<file path="config.mk">
export PLATFORM = sky130hd
export DESIGN_NAME = baud_clkgen
export DESIGN_NICKNAME = d
export VERILOG_FILES = /design/src/rtl/baud_pkg.sv /design/src/rtl/baud_prescaler.sv /design/src/rtl/baud_reload_timer.sv /design/src/rtl/baud_sample_div.sv /design/src/rtl/baud_clkgen.sv
export SDC_FILE = /design/constraint.sdc
export NUM_CORES = 1
export LEC_CHECK = 0
export BUFFER_PORTS_ARGS = -buffer_cell sky130_fd_sc_hd__buf_4
export CAP_MARGIN = 30
export CELL_PAD_IN_SITES_DETAIL_PLACEMENT = 0
export CELL_PAD_IN_SITES_GLOBAL_PLACEMENT = 1
export CORE_ASPECT_RATIO = 0.8
export CORE_MARGIN = 2
export CORE_UTILIZATION = 47
export CTS_CLUSTER_SIZE = 12
export DETAILED_ROUTE_END_ITERATION = 10
export PLACE_DENSITY = 0.8
export SYNTH_ARGS = -nofsm -noshare
export SYNTH_HDL_FRONTEND = slang
export SYNTH_SLANG_ARGS = --single-unit
</file>
<file path="constraint.sdc">
create_clock -name clk -period 5.1 [get_ports clk]
set_input_delay 0.51 -clock clk [delete_from_list [all_inputs] [get_ports clk]]
set_output_delay 0.51 -clock clk [all_outputs]
set_load 0.005 [all_outputs]
</file>
<file path="src/rtl/baud_pkg.sv">
package baud_pkg;
  localparam int CODE_W = 3;

  typedef struct packed {
    logic              ext;
    logic              half;
    logic [CODE_W-1:0] code;
  } mode_t;

  // log2 of the prescale ratio for a select code
  function automatic int psc_shift(input logic [CODE_W-1:0] code, input bit variant_b);
    case (code)
      3'd6:    psc_shift = variant_b ? 7 : 11;
      3'd7:    psc_shift = variant_b ? 8 : 12;
      default: psc_shift = int'(code) + 1;
    endcase
  endfunction
endpackage

</file>
<file path="src/rtl/baud_prescaler.sv">
module baud_prescaler
  import baud_pkg::*;
#(
  parameter bit VARIANT_B = 1'b0,
  parameter int CNT_W     = 12
) (
  input  logic              clk,
  input  logic              rst_n,
  input  logic              restart,
  input  logic              run,
  input  logic [CODE_W-1:0] code,
  output logic              tick
);
  logic [CNT_W-1:0] cnt;
  logic [CNT_W:0]   full;
  logic [CNT_W-1:0] ratio_m1;

  assign full     = {{CNT_W{1'b0}}, 1'b1} << psc_shift(code, VARIANT_B);
  assign ratio_m1 = CNT_W'(full - 1'b1);
  assign tick     = run && (cnt == ratio_m1);

  always_ff @(posedge clk) begin
    if (!rst_n || restart) cnt <= '0;
    else if (run)          cnt <= tick ? '0 : cnt + 1'b1;
  end

  assert_psc_in_range_R1: assert property (@(posedge clk) disable iff (!rst_n)
    cnt <= ratio_m1);
endmodule

</file>
<file path="src/rtl/baud_reload_timer.sv">
module baud_reload_timer #(
  parameter int RLD_W = 8
) (
  input  logic             clk,
  input  logic             rst_n,
  input  logic             restart,
  input  logic             tick,
  input  logic [RLD_W-1:0] reload,
  output logic             lvl,
  output logic             rise
);
  logic [RLD_W-1:0] cnt;
  logic             uf;

  assign uf   = tick && (cnt == '0);
  assign rise = uf && !lvl;

  always_ff @(posedge clk) begin
    if (!rst_n) begin
      cnt <= '0;
      lvl <= 1'b0;
    end else if (restart) begin
      cnt <= reload;
      lvl <= 1'b0;
    end else if (tick) begin
      if (uf) begin
        cnt <= reload;
        lvl <= ~lvl;
      end else begin
        cnt <= cnt - 1'b1;
      end
    end
  end

  assert_uf_flips_level_R3: assert property (@(posedge clk) disable iff (!rst_n)
    uf |=> (lvl != $past(lvl)));
endmodule

</file>
<file path="src/rtl/baud_sample_div.sv">
module baud_sample_div #(
  parameter int DIV_MAX = 16
) (
  input  logic clk,
  input  logic rst_n,
  input  logic restart,
  input  logic pulse,
  input  logic half,
  output logic sample_tick,
  output logic bit_tick,
  output logic mid_tick
);
  localparam int SC_W = $clog2(DIV_MAX);

  logic [SC_W-1:0] scnt;
  logic [SC_W-1:0] last;
  logic [SC_W-1:0] mid;

  assign last = half ? SC_W'(DIV_MAX / 2 - 1) : SC_W'(DIV_MAX - 1);
  assign mid  = half ? SC_W'(DIV_MAX / 4 - 1) : SC_W'(DIV_MAX / 2 - 1);

  always_ff @(posedge clk) begin
    if (!rst_n || restart) begin
      scnt        <= '0;
      sample_tick <= 1'b0;
      bit_tick    <= 1'b0;
      mid_tick    <= 1'b0;
    end else begin
      sample_tick <= pulse;
      bit_tick    <= pulse && (scnt == last);
      mid_tick    <= pulse && (scnt == mid);
      if (pulse) scnt <= (scnt == last) ? '0 : scnt + 1'b1;
    end
  end

  assert_scnt_in_range_R4: assert property (@(posedge clk) disable iff (!rst_n)
    scnt <= last);
  assert_bit_on_sample_R4: assert property (@(posedge clk) disable iff (!rst_n)
    bit_tick |-> sample_tick);
  assert_mid_apart_R5: assert property (@(posedge clk) disable iff (!rst_n)
    mid_tick |-> (sample_tick && !bit_tick));
endmodule

</file>
<file path="src/rtl/baud_clkgen.sv">
module baud_clkgen
  import baud_pkg::*;
#(
  parameter bit VARIANT_B   = 1'b0,
  parameter int PSC_W       = 12,
  parameter int RLD_W       = 8,
  parameter int SYNC_STAGES = 2
) (
  input  logic              clk,
  input  logic              rst_n,
  input  logic [CODE_W-1:0] psc_code,
  input  logic [RLD_W-1:0]  reload,
  input  logic              half_rate,
  input  logic              ext_src,
  input  logic              ext_clk,
  output logic              sclk_lvl,
  output logic              sample_tick,
  output logic              bit_tick,
  output logic              mid_tick
);
  mode_t                mode_q;
  mode_t                mode_in;
  logic                 started;
  logic                 restart;
  logic [SYNC_STAGES:0] sync_q;
  logic                 ext_rise;
  logic                 ptick;
  logic                 t_lvl;
  logic                 t_rise;
  logic                 pulse;

  assign mode_in = '{ext: ext_src, half: half_rate, code: psc_code};
  assign restart = !started || (mode_in != mode_q);

  always_ff @(posedge clk) begin
    if (!rst_n) begin
      mode_q  <= '0;
      started <= 1'b0;
      sync_q  <= '0;
    end else begin
      mode_q  <= mode_in;
      started <= 1'b1;
      sync_q  <= {sync_q[SYNC_STAGES-1:0], ext_clk};
    end
  end

  assign ext_rise = sync_q[SYNC_STAGES-1] && !sync_q[SYNC_STAGES];

  baud_prescaler #(.VARIANT_B(VARIANT_B), .CNT_W(PSC_W)) u_psc (
    .clk(clk), .rst_n(rst_n), .restart(restart),
    .run(!mode_q.ext && !restart), .code(mode_q.code), .tick(ptick)
  );

  baud_reload_timer #(.RLD_W(RLD_W)) u_tmr (
    .clk(clk), .rst_n(rst_n), .restart(restart), .tick(ptick),
    .reload(reload), .lvl(t_lvl), .rise(t_rise)
  );

  assign pulse    = mode_q.ext ? ext_rise : t_rise;
  assign sclk_lvl = rst_n && (mode_q.ext ? sync_q[SYNC_STAGES-1] : t_lvl);

  baud_sample_div #(.DIV_MAX(16)) u_div (
    .clk(clk), .rst_n(rst_n), .restart(restart), .pulse(pulse),
    .half(mode_q.half), .sample_tick(sample_tick), .bit_tick(bit_tick),
    .mid_tick(mid_tick)
  );

  assert_sample_in_high_R3: assert property (@(posedge clk) disable iff (!rst_n)
    (!mode_q.ext && sample_tick) |-> sclk_lvl);
  assert_ext_tick_edge_R6: assert property (@(posedge clk) disable iff (!rst_n)
    (mode_q.ext && sample_tick) |-> $past(ext_rise));
  assert_restart_quiet_R8: assert property (@(posedge clk) disable iff (!rst_n)
    restart |=> (!sample_tick && !bit_tick && !mid_tick));
endmodule

</file>
; Word-level counts from Yosys, hierarchy flattened
; Cells that the tools add are included.
[word_totals]
register_bits = 37
latchBits = 0
ramBits = 0
mem_bits_ro = 0
input_bits = 16
mem_count = 0
[op_classes]
addsub = 5
n_mul = 0
n_div = 0
n_lt_le_gt_ge = 0
n_eq_ne = 6
shift = 1
mux = 11
bitwise = 2
n_reduce_logical = 20
[op_table]
columns = operator, n
row1 = $pmux W32 S2, 1
row2 = $shl A1 B32 Y12 const A, 1
row3 = $mux W8, 3
row4 = $add A12 B1 Y12 const B, 1
row5 = $eq A12 B12 Y1, 1
row6 = $mux W12, 1
row7 = $sub A12 B1 Y12 const B, 1
row8 = $eq A4 B4 Y1, 2
row9 = $logic_and A1 B1 Y1, 8
row10 = $logic_not A8 Y1, 1
row11 = $mux W4, 2
row12 = $sub A8 B1 Y8 const B, 1
row13 = $eq A3 B3 Y1 const B, 2
row14 = $logic_not A1 Y1, 6
row15 = $ne A5 B5 Y1, 1
row16 = $add A3 B1 Y4 const B, 1
row17 = $add A4 B1 Y4 const B, 1
row18 = $mux W1, 3
row19 = $mux W3, 1
row20 = $logic_or A1 B1 Y1, 2
row21 = $not A1 Y1, 2
row22 = $reduce_and A2 Y1, 1
row23 = $reduce_bool A2 Y1, 1
row24 = $reduce_or A2 Y1, 1

; Logic depth before layout (Yosys ltp)
; Gate-level depths: netlist of run 1.
[depth]
ltp_word = 10
mapped_depth = 11

; Cells and area by module
; From an unflattened synthesis of run 1, not the netlist that was laid out.
[hier_totals]
cells_unflattened = 232
area_unflattened_um2 = 2053.2
[by_module_without_submodules]
columns = module, instances, cells_per_inst, area_each_um2, seq_area_each_um2
row1 = baud_prescaler, 1, 105, 834.6, 240.2
row2 = baud_reload_timer, 1, 69, 598.1, 180.2
row3 = baud_clkgen, 1, 31, 330.3, 180.2
row4 = baud_sample_div, 1, 27, 290.3, 140.1

; Least setup slack after synthesis of run 1
; Ideal clock, no wire load.
[synth_timing]
path_kind = reg2reg
start = reg mode_q[0] in the netlist's numbering
end = reg u_div.scnt[2]
setup_ps = 70
arrival_time_ps = 2486
t_required_ps = 5030
slack_ps = 2544
path_stages_with_launch = 11
synth_period_minus_slack_ps = 2556
cell_sequence = dfxtp_1 > buf_6 > inv_2 > ha_1 > or2_4 > a2111oi_4 > o311ai_1 > nand4b_4 > o31a_1 > or3_1 > a21oi_1
[synth_between]
elab_chain_len = 9
[synth_rtl]
columns = item, line_no
row1 = from (decl), baud_clkgen.sv:21  ; mode_t mode_q;
row2 = from (signal assigned), baud_clkgen.sv:41  ; mode_q <= mode_in;
row3 = $add A3 B1 Y4 or $eq A3 B3 Y1 (tied branches), "baud_pkg.sv:15, baud_pkg.sv:12"
row4 = $pmux W32 S2, baud_pkg.sv:12  ; case (code)
row5 = $shl A1 B32 Y12, baud_prescaler.sv:18  ; assign full = {{CNT_W{1'b0}}, 1'b1} << psc_shift(code, VARIANT_B);
row6 = $sub A12 B1 Y12, baud_prescaler.sv:19  ; assign ratio_m1 = CNT_W'(full - 1'b1);
row7 = $eq A12 B12 Y1, baud_prescaler.sv:20  ; assign tick = run && (cnt == ratio_m1);
row8 = $logic_and A1 B1 Y1, baud_prescaler.sv:20
row9 = $logic_and A1 B1 Y1, baud_reload_timer.sv:15  ; assign uf = tick && (cnt == '0);
row10 = $logic_and A1 B1 Y1, baud_reload_timer.sv:16  ; assign rise = uf && !lvl;
row11 = $mux W1, baud_clkgen.sv:59  ; assign pulse = mode_q.ext ? ext_rise : t_rise;
row12 = to (signal assigned), baud_sample_div.sv:32  ; if (pulse) scnt <= (scnt == last) ? '0 : scnt + 1'b1;
row13 = to (decl), baud_sample_div.sv:15  ; logic [SC_W-1:0] scnt;
; Several ways; a longest one is shown, not always the timed one.
; A chain may end at the register's enable or synchronous reset.

; Worst setup path after layout of run 1
[layout_timing]
start = reg mode_q[0] in the netlist's numbering
end = reg u_tmr.cnt[4]
[layout_between]
elab_chain_len = 10
[layout_rtl]
columns = item, line_no
row1 = $add A3 B1 Y4 or $eq A3 B3 Y1 (tied branches), "baud_pkg.sv:15, baud_pkg.sv:12"
row2 = $pmux W32 S2, baud_pkg.sv:12
row3 = $shl A1 B32 Y12, baud_prescaler.sv:18
row4 = $sub A12 B1 Y12, baud_prescaler.sv:19
row5 = $eq A12 B12 Y1, baud_prescaler.sv:20
row6 = $logic_and A1 B1 Y1, baud_prescaler.sv:20
row7 = $logic_and A1 B1 Y1, baud_reload_timer.sv:15
row8 = $mux W8, baud_reload_timer.sv:26  ; if (uf) begin
row9 = $mux W8, baud_reload_timer.sv:25  ; end else if (tick) begin
row10 = $mux W8, baud_reload_timer.sv:22  ; end else if (restart) begin
row11 = to (signal assigned), baud_reload_timer.sv:23  ; cnt <= reload;
row12 = to (signal assigned), baud_reload_timer.sv:27  ; cnt <= reload;
row13 = to (signal assigned), baud_reload_timer.sv:30  ; cnt <= cnt - 1'b1;
row14 = to (decl), baud_reload_timer.sv:12  ; logic [RLD_W-1:0] cnt;
; Several ways; a longest one is shown, not always the timed one. The select of a mux whose other input is x is not followed.

==> flow_summary.toml, run 1 <==
[routing]
vias = 1616
drt-total-wl_um = 3923
wire_per_inst_um = 12.78
drtIter0Drc = 91
viasPerCell = 5.264
firstDrtPassIters = 4
post-route-drc-count = 0
ant_nets = 0

[placed_design]
post-dp-hpwl_um = 2854
io_buffers = 19
dp_cells = 299
gp_congestion = 0.8113

[clock_network]
cts_resized = 0
cts_root_buf = "clkbuf_8"
cts.clk_slew.worst_paths_ns = 0.08
holdBufCountCts = 0
cts.sinks = 37
htree_levels = 2
clk_latency_ns = 0.28
numCtsBuffers = 5
clockBufferDepth = 2
post_cts_buffers = 0
cts_tree = "built"

[power_and_ir_drop]
swShare_pct = 21.36
switchingPower_mw = 0.1413
p_comb_share_pct = 8.5
internal_power_mw = 0.5201
clkPwrFrac_pct = 45.1
power_density_mw_per_mm2 = 290.3
max-vdd-ir-drop_uv = 157.6
p_seq_share_pct = 46.4
leakagePower_nw = 0.8839

[floorplan]
chipHeight_um = 62.18
std_cell_rows = 21
initial_utilization_pct = 48.20
fp.dieArea_mm2 = 0.004770
coreArea_mm2 = 0.004125
io_pins = 20
die_x_um = 76.72

[timing]
setup-violations-final = 0
maxSlewHeadroom_pct = 36.11
skew_ns = 0.005236
fin_tns_setup_ns = 0
max_freq_mhz = 303.6
maxSlewViolCount = 0
worst_slew_pin_slew_ns = 0.9519
hold_violations = 0
fin_crit_sh_pct = 64.58
period_needed_ns = 3.294
grt_setup_unrepaired = "no"

[worst_setup_path]
path_class = "register to register"
r2r_start = "mode_q[0]$_SDFF_PN0_"
cp_max_fo = 12
r2r_slack_ns = 1.81
critPathLaunch = "mode_q[0]$_SDFF_PN0_"
start_kind = "register"
crit_chain = "inv_2 > ha_1 > or2_4 > a2111oi_4 > o311ai_1 > nand4b_4 > o21ai_1 > mux2i_1 > o22ai_1"
r2r-end = "u_tmr.cnt[4]$_SDFFE_PN0P_"
critPathMaxStageDelay_ns = 0.81
rr_worst_depth = 9
path_buf_inv = 1
critical_path.slowest_cell = "o21ai_1"
cp.arrival_ns = 3.45
cp_top_family = "compound AO/OA/AOI/OAI gates"
required_ns = 5.25
end_kind = "register"

[cells_and_area]
area_delta_synth_final_pct = 14.60
final_cell_mix = "37 x dfxtp_1, 26 x nand2_1, 19 x buf_4"
fin_util_pct = 55.23
multi_input_comb_area_mm2 = 0.001156
layout-drive-gt1-share_pct = 14.40
nFillCells = 419
seqCellArea_um2 = 740.7
diodes = 0
mostFrequentLayoutCell = "dfxtp_1"
layout.nets = 269
final_cells = 307

[yosys]
synthDistinctLibCells = 50
ys_ff_latch = 37
synth.net_count = 253
synth-warning-count = 0
synthCells = 233
ys.flop_type = "dfxtp_1"
syn_area_mm2 = 0.001988
syn_avg_cell_area_um2 = 8.533
synth-edff-count = 0
ys_seq_area_share_pct = 37.26
async_reset_ff_share_pct = 0

[grt]
grt_max_degree = 19
track_usage_pct = 17.62
gr-total-overflow = 0
antenna_found_initial = 0
grt_pass1_vias = 1443
grt_pass1_wl_um = 6851

[hold_path]
min_to = "sync_q[0]$_SDFF_PN0_"
whs_path_depth = 2
min_from = "ext_clk"
hp-class = "input port to register"

[job]
cap_violations = 0

[run_status]
status = "completed"
[kinds of logic after synthesis]
family          after synthesis  share of synthesized area [%]
simple gates                108                          30.21
buf+inv                      19                          4.594
flops                        37                          37.26
mux                           5                          2.517
compound gates               44                          15.86
fa+ha+maj                     4                          2.517
xor+xnor                     16                          7.049
[registers in the layout, indices dropped and copies added (netlist names)]
name	count
u_psc.cnt	12
u_tmr.cnt	8
mode_q	5
u_div.scnt	4
sync_q	3
started	1
u_div.bit_tick	1
u_div.mid_tick	1
u_div.sample_tick	1
u_tmr.lvl	1
[final cells by class]
cell class | instances | share of cell area (%)
clock buffers | 5 | 3.020
multi-input cells | 177 | 50.74
flip-flops and latches | 37 | 32.51
well taps | 57 | 3.130
inverters | 9 | 1.483
repair buffers | 19 | 6.260
clock inverters | 3 | 2.856
[synthesized netlist by cell type (2+ instances only)]
cell type | instances | share of area [%]
nand2b_1 | 2 | 0.63
buf_6 | 2 | 1.1
nor3_1 | 8 | 2.0
nor4b_1 | 2 | 0.88
nand2_1 | 26 | 4.9
nor2_1 | 16 | 3.0
clkbuf_1 | 6 | 1.1
and2_1 | 10 | 3.1
xnor2_1 | 8 | 3.5
or3_1 | 9 | 2.8
o21a_1 | 5 | 1.9
o2bb2ai_1 | 2 | 0.88
nand3b_1 | 4 | 1.5
and3_1 | 2 | 0.63
xor2_1 | 8 | 3.5
inv_1 | 8 | 1.5
o21ai_1 | 3 | 0.75
nor4_1 | 4 | 1.3
a21oi_1 | 11 | 2.8
o211ai_1 | 2 | 0.75
and4_1 | 3 | 1.3
nand3_1 | 8 | 2.0
o21ai_0 | 7 | 1.8
mux2i_1 | 5 | 2.5
o22ai_1 | 4 | 1.3
nor2b_1 | 5 | 1.6
dfxtp_1 | 37 | 37
ha_1 | 4 | 2.5
[worst reg2reg max path, cell delays in order, from the launching register on]
cell       delay, ns
dfxtp_1         0.49
inv_2           0.07
ha_1            0.36
or2_4           0.27
a2111oi_4       0.33
o311ai_1        0.18
nand4b_4        0.30
o21ai_1         0.82
mux2i_1         0.26
o22ai_1         0.10
[worst max-delay path by stage]
| stage | cells past startpoint | end | slack, ns |
|---|---|---|---|
| 2_1_floorplan | 10 | u_div.scnt[2]$_SDFFE_PP0P_ | 2.54 |
| 3_3_place_gp | 9 | u_tmr.cnt[4]$_SDFFE_PN0P_ | 1.89 |
| 3_5_place_dp | 9 | u_tmr.cnt[4]$_SDFFE_PN0P_ | 1.82 |
| 4_1_cts | 9 | u_tmr.cnt[4]$_SDFFE_PN0P_ | 1.81 |
| 5_1_grt | 9 | u_tmr.cnt[4]$_SDFFE_PN0P_ | 1.45 |
| 6_report | 9 | u_tmr.cnt[4]$_SDFFE_PN0P_ | 1.81 |
[stage by stage]
stage | instance area, um2 | power, mW | hold WS (ns) | setup WS, ns
floorplan | 1988 | 0.3523 | 0.4119 | 2.544
global placement | 2145 | 0.3699 | 0.4157 | 1.886
detailed placement | 2145 | 0.3698 | 0.4193 | 1.816
CTS | 2278 | 0.6675 | 0.4250 | 1.805
global route | 2278 | 0.6915 | 0.4352 | 1.449
finish | 2278 | 0.6613 | 0.4272 | 1.806
[per-layer routing]
| layer | track usage [%] | part of all wire (%) | vias up |
|---|---|---|---|
| met3 | 4.506 | 4.5 | 2 |
| met4 | 5.455 | 0.59 | 0 |
| met5 | 0 | 0 | - |
| met1 | 27.75 | 57 | 729 |
| li1 | - | - | 855 |
| met2 | 22.92 | 38 | 30 |
[power groups by stage]
stage               sequential (mW)  combinational (mW)  clock, mW
global placement              0.313              0.0565          0
detailed placement            0.314              0.0561          0
floorplan                     0.308              0.0443          0
CTS                           0.307              0.0566      0.304
global route                  0.309              0.0638      0.319
finish                        0.307              0.0563      0.298
Note: power is estimated with default switching activity, not from simulation.
==> inputs of run 2 (changes only) <==
--- a/config.mk
+++ b/config.mk
@@ -5,16 +5,17 @@
 export SDC_FILE = /design/constraint.sdc
 export NUM_CORES = 1
 export LEC_CHECK = 0
+export ABC_AREA = 1
 export BUFFER_PORTS_ARGS = -buffer_cell sky130_fd_sc_hd__buf_4
 export CAP_MARGIN = 30
 export CELL_PAD_IN_SITES_DETAIL_PLACEMENT = 0
 export CELL_PAD_IN_SITES_GLOBAL_PLACEMENT = 1
 export CORE_ASPECT_RATIO = 0.8
 export CORE_MARGIN = 2
-export CORE_UTILIZATION = 47
+export CORE_UTILIZATION = 38
 export CTS_CLUSTER_SIZE = 12
 export DETAILED_ROUTE_END_ITERATION = 10
-export PLACE_DENSITY = 0.8
+export PLACE_DENSITY = 0.72
 export SYNTH_ARGS = -nofsm -noshare
 export SYNTH_HDL_FRONTEND = slang
 export SYNTH_SLANG_ARGS = --single-unit
==> constraint.sdc (replaced) <==
create_clock -name clk -period 2.71 [get_ports clk]
set_input_delay 0.271 -clock clk [delete_from_list [all_inputs] [get_ports clk]]
set_output_delay 0.271 -clock clk [all_outputs]
set_load 0.005 [all_outputs]
==> flow_summary.toml, run 2 <==
[run_status]
status = "completed"

[clock_network]
cts.clk_slew.worst_paths_ns = 0.08
clockBufferDepth = 2
cts.sinks = 37
clk_latency_ns = 0.29
holdBufCountCts = 0
numCtsBuffers = 5
cts_tree = "built"
htree_levels = 2
cts_root_buf = "clkbuf_8"
post_cts_buffers = 0
cts_resized = 0

[yosys]
syn_avg_cell_area_um2 = 6.623
synth_common_cells = "95 x nand2_1, 48 x inv_1, 37 x dfxtp_1"
synthDistinctLibCells = 36
syn_area_mm2 = 0.002305
yosysTopAreaCell = "dfxtp_1"
async_reset_ff_share_pct = 0
synth_most_common_cell = "nand2_1"
synth.net_count = 368
synth_area_leaders = "dfxtp_1 32%, nand2_1 15%, inv_1 7.8%"
synth_top_area_share_pct = 32.14
ys.flop_type = "dfxtp_1"
ys_seq_area_share_pct = 32.14
ys_ff_latch = 37
synthCells = 348
synth-edff-count = 0
synth-warning-count = 0

[timing]
period_needed_ns = 2.355
skew_ns = 0.007434
fin_tns_setup_ns = 0
grt_setup_unrepaired = "no"
setup_ws_ns = 0.3555
maxSlewHeadroom_pct = 67.09
setup-violations-final = 0
whs_ns = 0.1658
worst_slew_pin_slew_ns = 0.4931
max_freq_mhz = 424.7
hold_violations = 0
fin_crit_sh_pct = 86.88
maxSlewViolCount = 0

[power_and_ir_drop]
leakagePower_nw = 1.257
power_density_mw_per_mm2 = 441.5
max-vdd-ir-drop_uv = 262.4

[worst_setup_path]
start_kind = "register"
r2r_slack_ns = 0.36
required_ns = 2.94
critPathLaunch = "mode_q[1]$_SDFF_PN0_"
cp.arrival_ns = 2.58
end_kind = "register"
cp-endpoint = "u_psc.cnt[10]$_SDFFE_PP0P_"
cp_max_fo = 9
r2r-end = "u_psc.cnt[10]$_SDFFE_PP0P_"
r2r_start = "mode_q[1]$_SDFF_PN0_"
path_class = "register to register"
rr_worst_depth = 13

[placed_design]
pre_cts_slack_ns = 0.3360
post-dp-hpwl_um = 3896
placed_area_mm2 = 0.002517
dp_cells = 445
io_buffers = 19
gp_congestion = 0.8132

[grt]
grt_pass1_wl_um = 8749
grt_max_degree = 19
gr-total-overflow = 0
grt_pass1_vias = 1905
track_usage_pct = 16.20
antenna_found_initial = 0

[cells_and_area]
mostFrequentLayoutCell = "nand2_1"
layout.nets = 391
final_cell_mix = "95 x nand2_1, 48 x inv_1, 37 x dfxtp_1"
largest_reg_flops = 12
area_delta_synth_final_pct = 13.63
registers.top_by_ff_count = "u_psc.cnt"
layout-drive-gt1-share_pct = 16.13
largest_registers = "u_psc.cnt (12), u_tmr.cnt (8), mode_q (5)"
stdcell_area_mm2 = 0.002619
diodes = 0
final_cells = 453

[routing]
viasPerCell = 4.623
drt-total-wl_um = 5001
wire_per_inst_um = 11.04
ant_nets = 0
post-route-drc-count = 0
vias = 2094
drtIter0Drc = 94
firstDrtPassIters = 4

[hold_path]
whs_path_depth = 3
hp-class = "input port to register"

[floorplan]
die_x_um = 91.07
io_pins = 20
chipHeight_um = 73.66
std_cell_rows = 25
initial_utilization_pct = 39.19
fp.dieArea_mm2 = 0.006708
coreArea_mm2 = 0.005881

[job]
cap_violations = 0
[run 2: power breakdown]
group          internal (mW)  leakage [nW]  switching (mW)
Sequential             0.559         0.303          0.0187
Combinational         0.0639         0.900          0.0862
Clock                  0.230        0.0542           0.199
[run 2: layer usage]
metal / vias up / part of all wire, % / track usage [%]
met5: - / 0 / 0
met4: 0 / 0.80 / 4.040
met3: 4 / 3.5 / 3.077
met2: 25 / 39 / 24.28
met1: 920 / 56 / 23.95
li1: 1145 / - / -
[run 2: logic make-up after synthesis]
group           count (synthesis)  share of synthesized area [%]
fa+ha+maj                       4                          2.172
buf+inv                        59                          10.64
flops                          37                          32.14
simple gates                  200                          41.80
xor+xnor                       10                          3.800
compound gates                 38                          9.447
[run 2: stage by stage]
stage | util, % | total power [mW]
final | 44.53 | 1.156
after floorplan | - | 0.7007
after global placement | 42.81 | 0.7406
after CTS | 44.53 | 1.176
after detailed placement | 42.81 | 0.7403
after global routing | 44.53 | 1.220
[run 2: critical path, stage by stage, from the launching register on]
cell and delay, ns:
dfxtp_1 0.56, ha_1 0.35, inv_1 0.09, nand3_1 0.07
nand2_1 0.10, nand3_1 0.09, nand2_1 0.07, nand2_1 0.04
nor2_1 0.20, nor2_4 0.09, nand2_2 0.11, nand2_1 0.18
o21bai_1 0.21, nor2_1 0.10
[run 2: worst min-delay path by stage]
| stage | from | end | slack, ns |
|---|---|---|---|
| after floorplan | rst_n | started$_DFF_P_ | 0.30 |
| after global placement | sync_q[0]$_SDFF_PN0_ | sync_q[1]$_SDFF_PN0_ | 0.39 |
| after detailed placement | sync_q[0]$_SDFF_PN0_ | sync_q[1]$_SDFF_PN0_ | 0.40 |
| after CTS | ext_clk | sync_q[0]$_SDFF_PN0_ | 0.16 |
| after global routing | ext_clk | sync_q[0]$_SDFF_PN0_ | 0.19 |
| final | ext_clk | sync_q[0]$_SDFF_PN0_ | 0.17 |
[run 2: cell type report]
class                   count  area, um2
inverters                  55      206.4
repair buffers             20      150.1
clock buffers               7      96.34
multi-input cells         252       1319
fillers                   631       3262
well taps                  81      101.3
clock inverters             1      5.005
flip-flops and latches     37      740.7
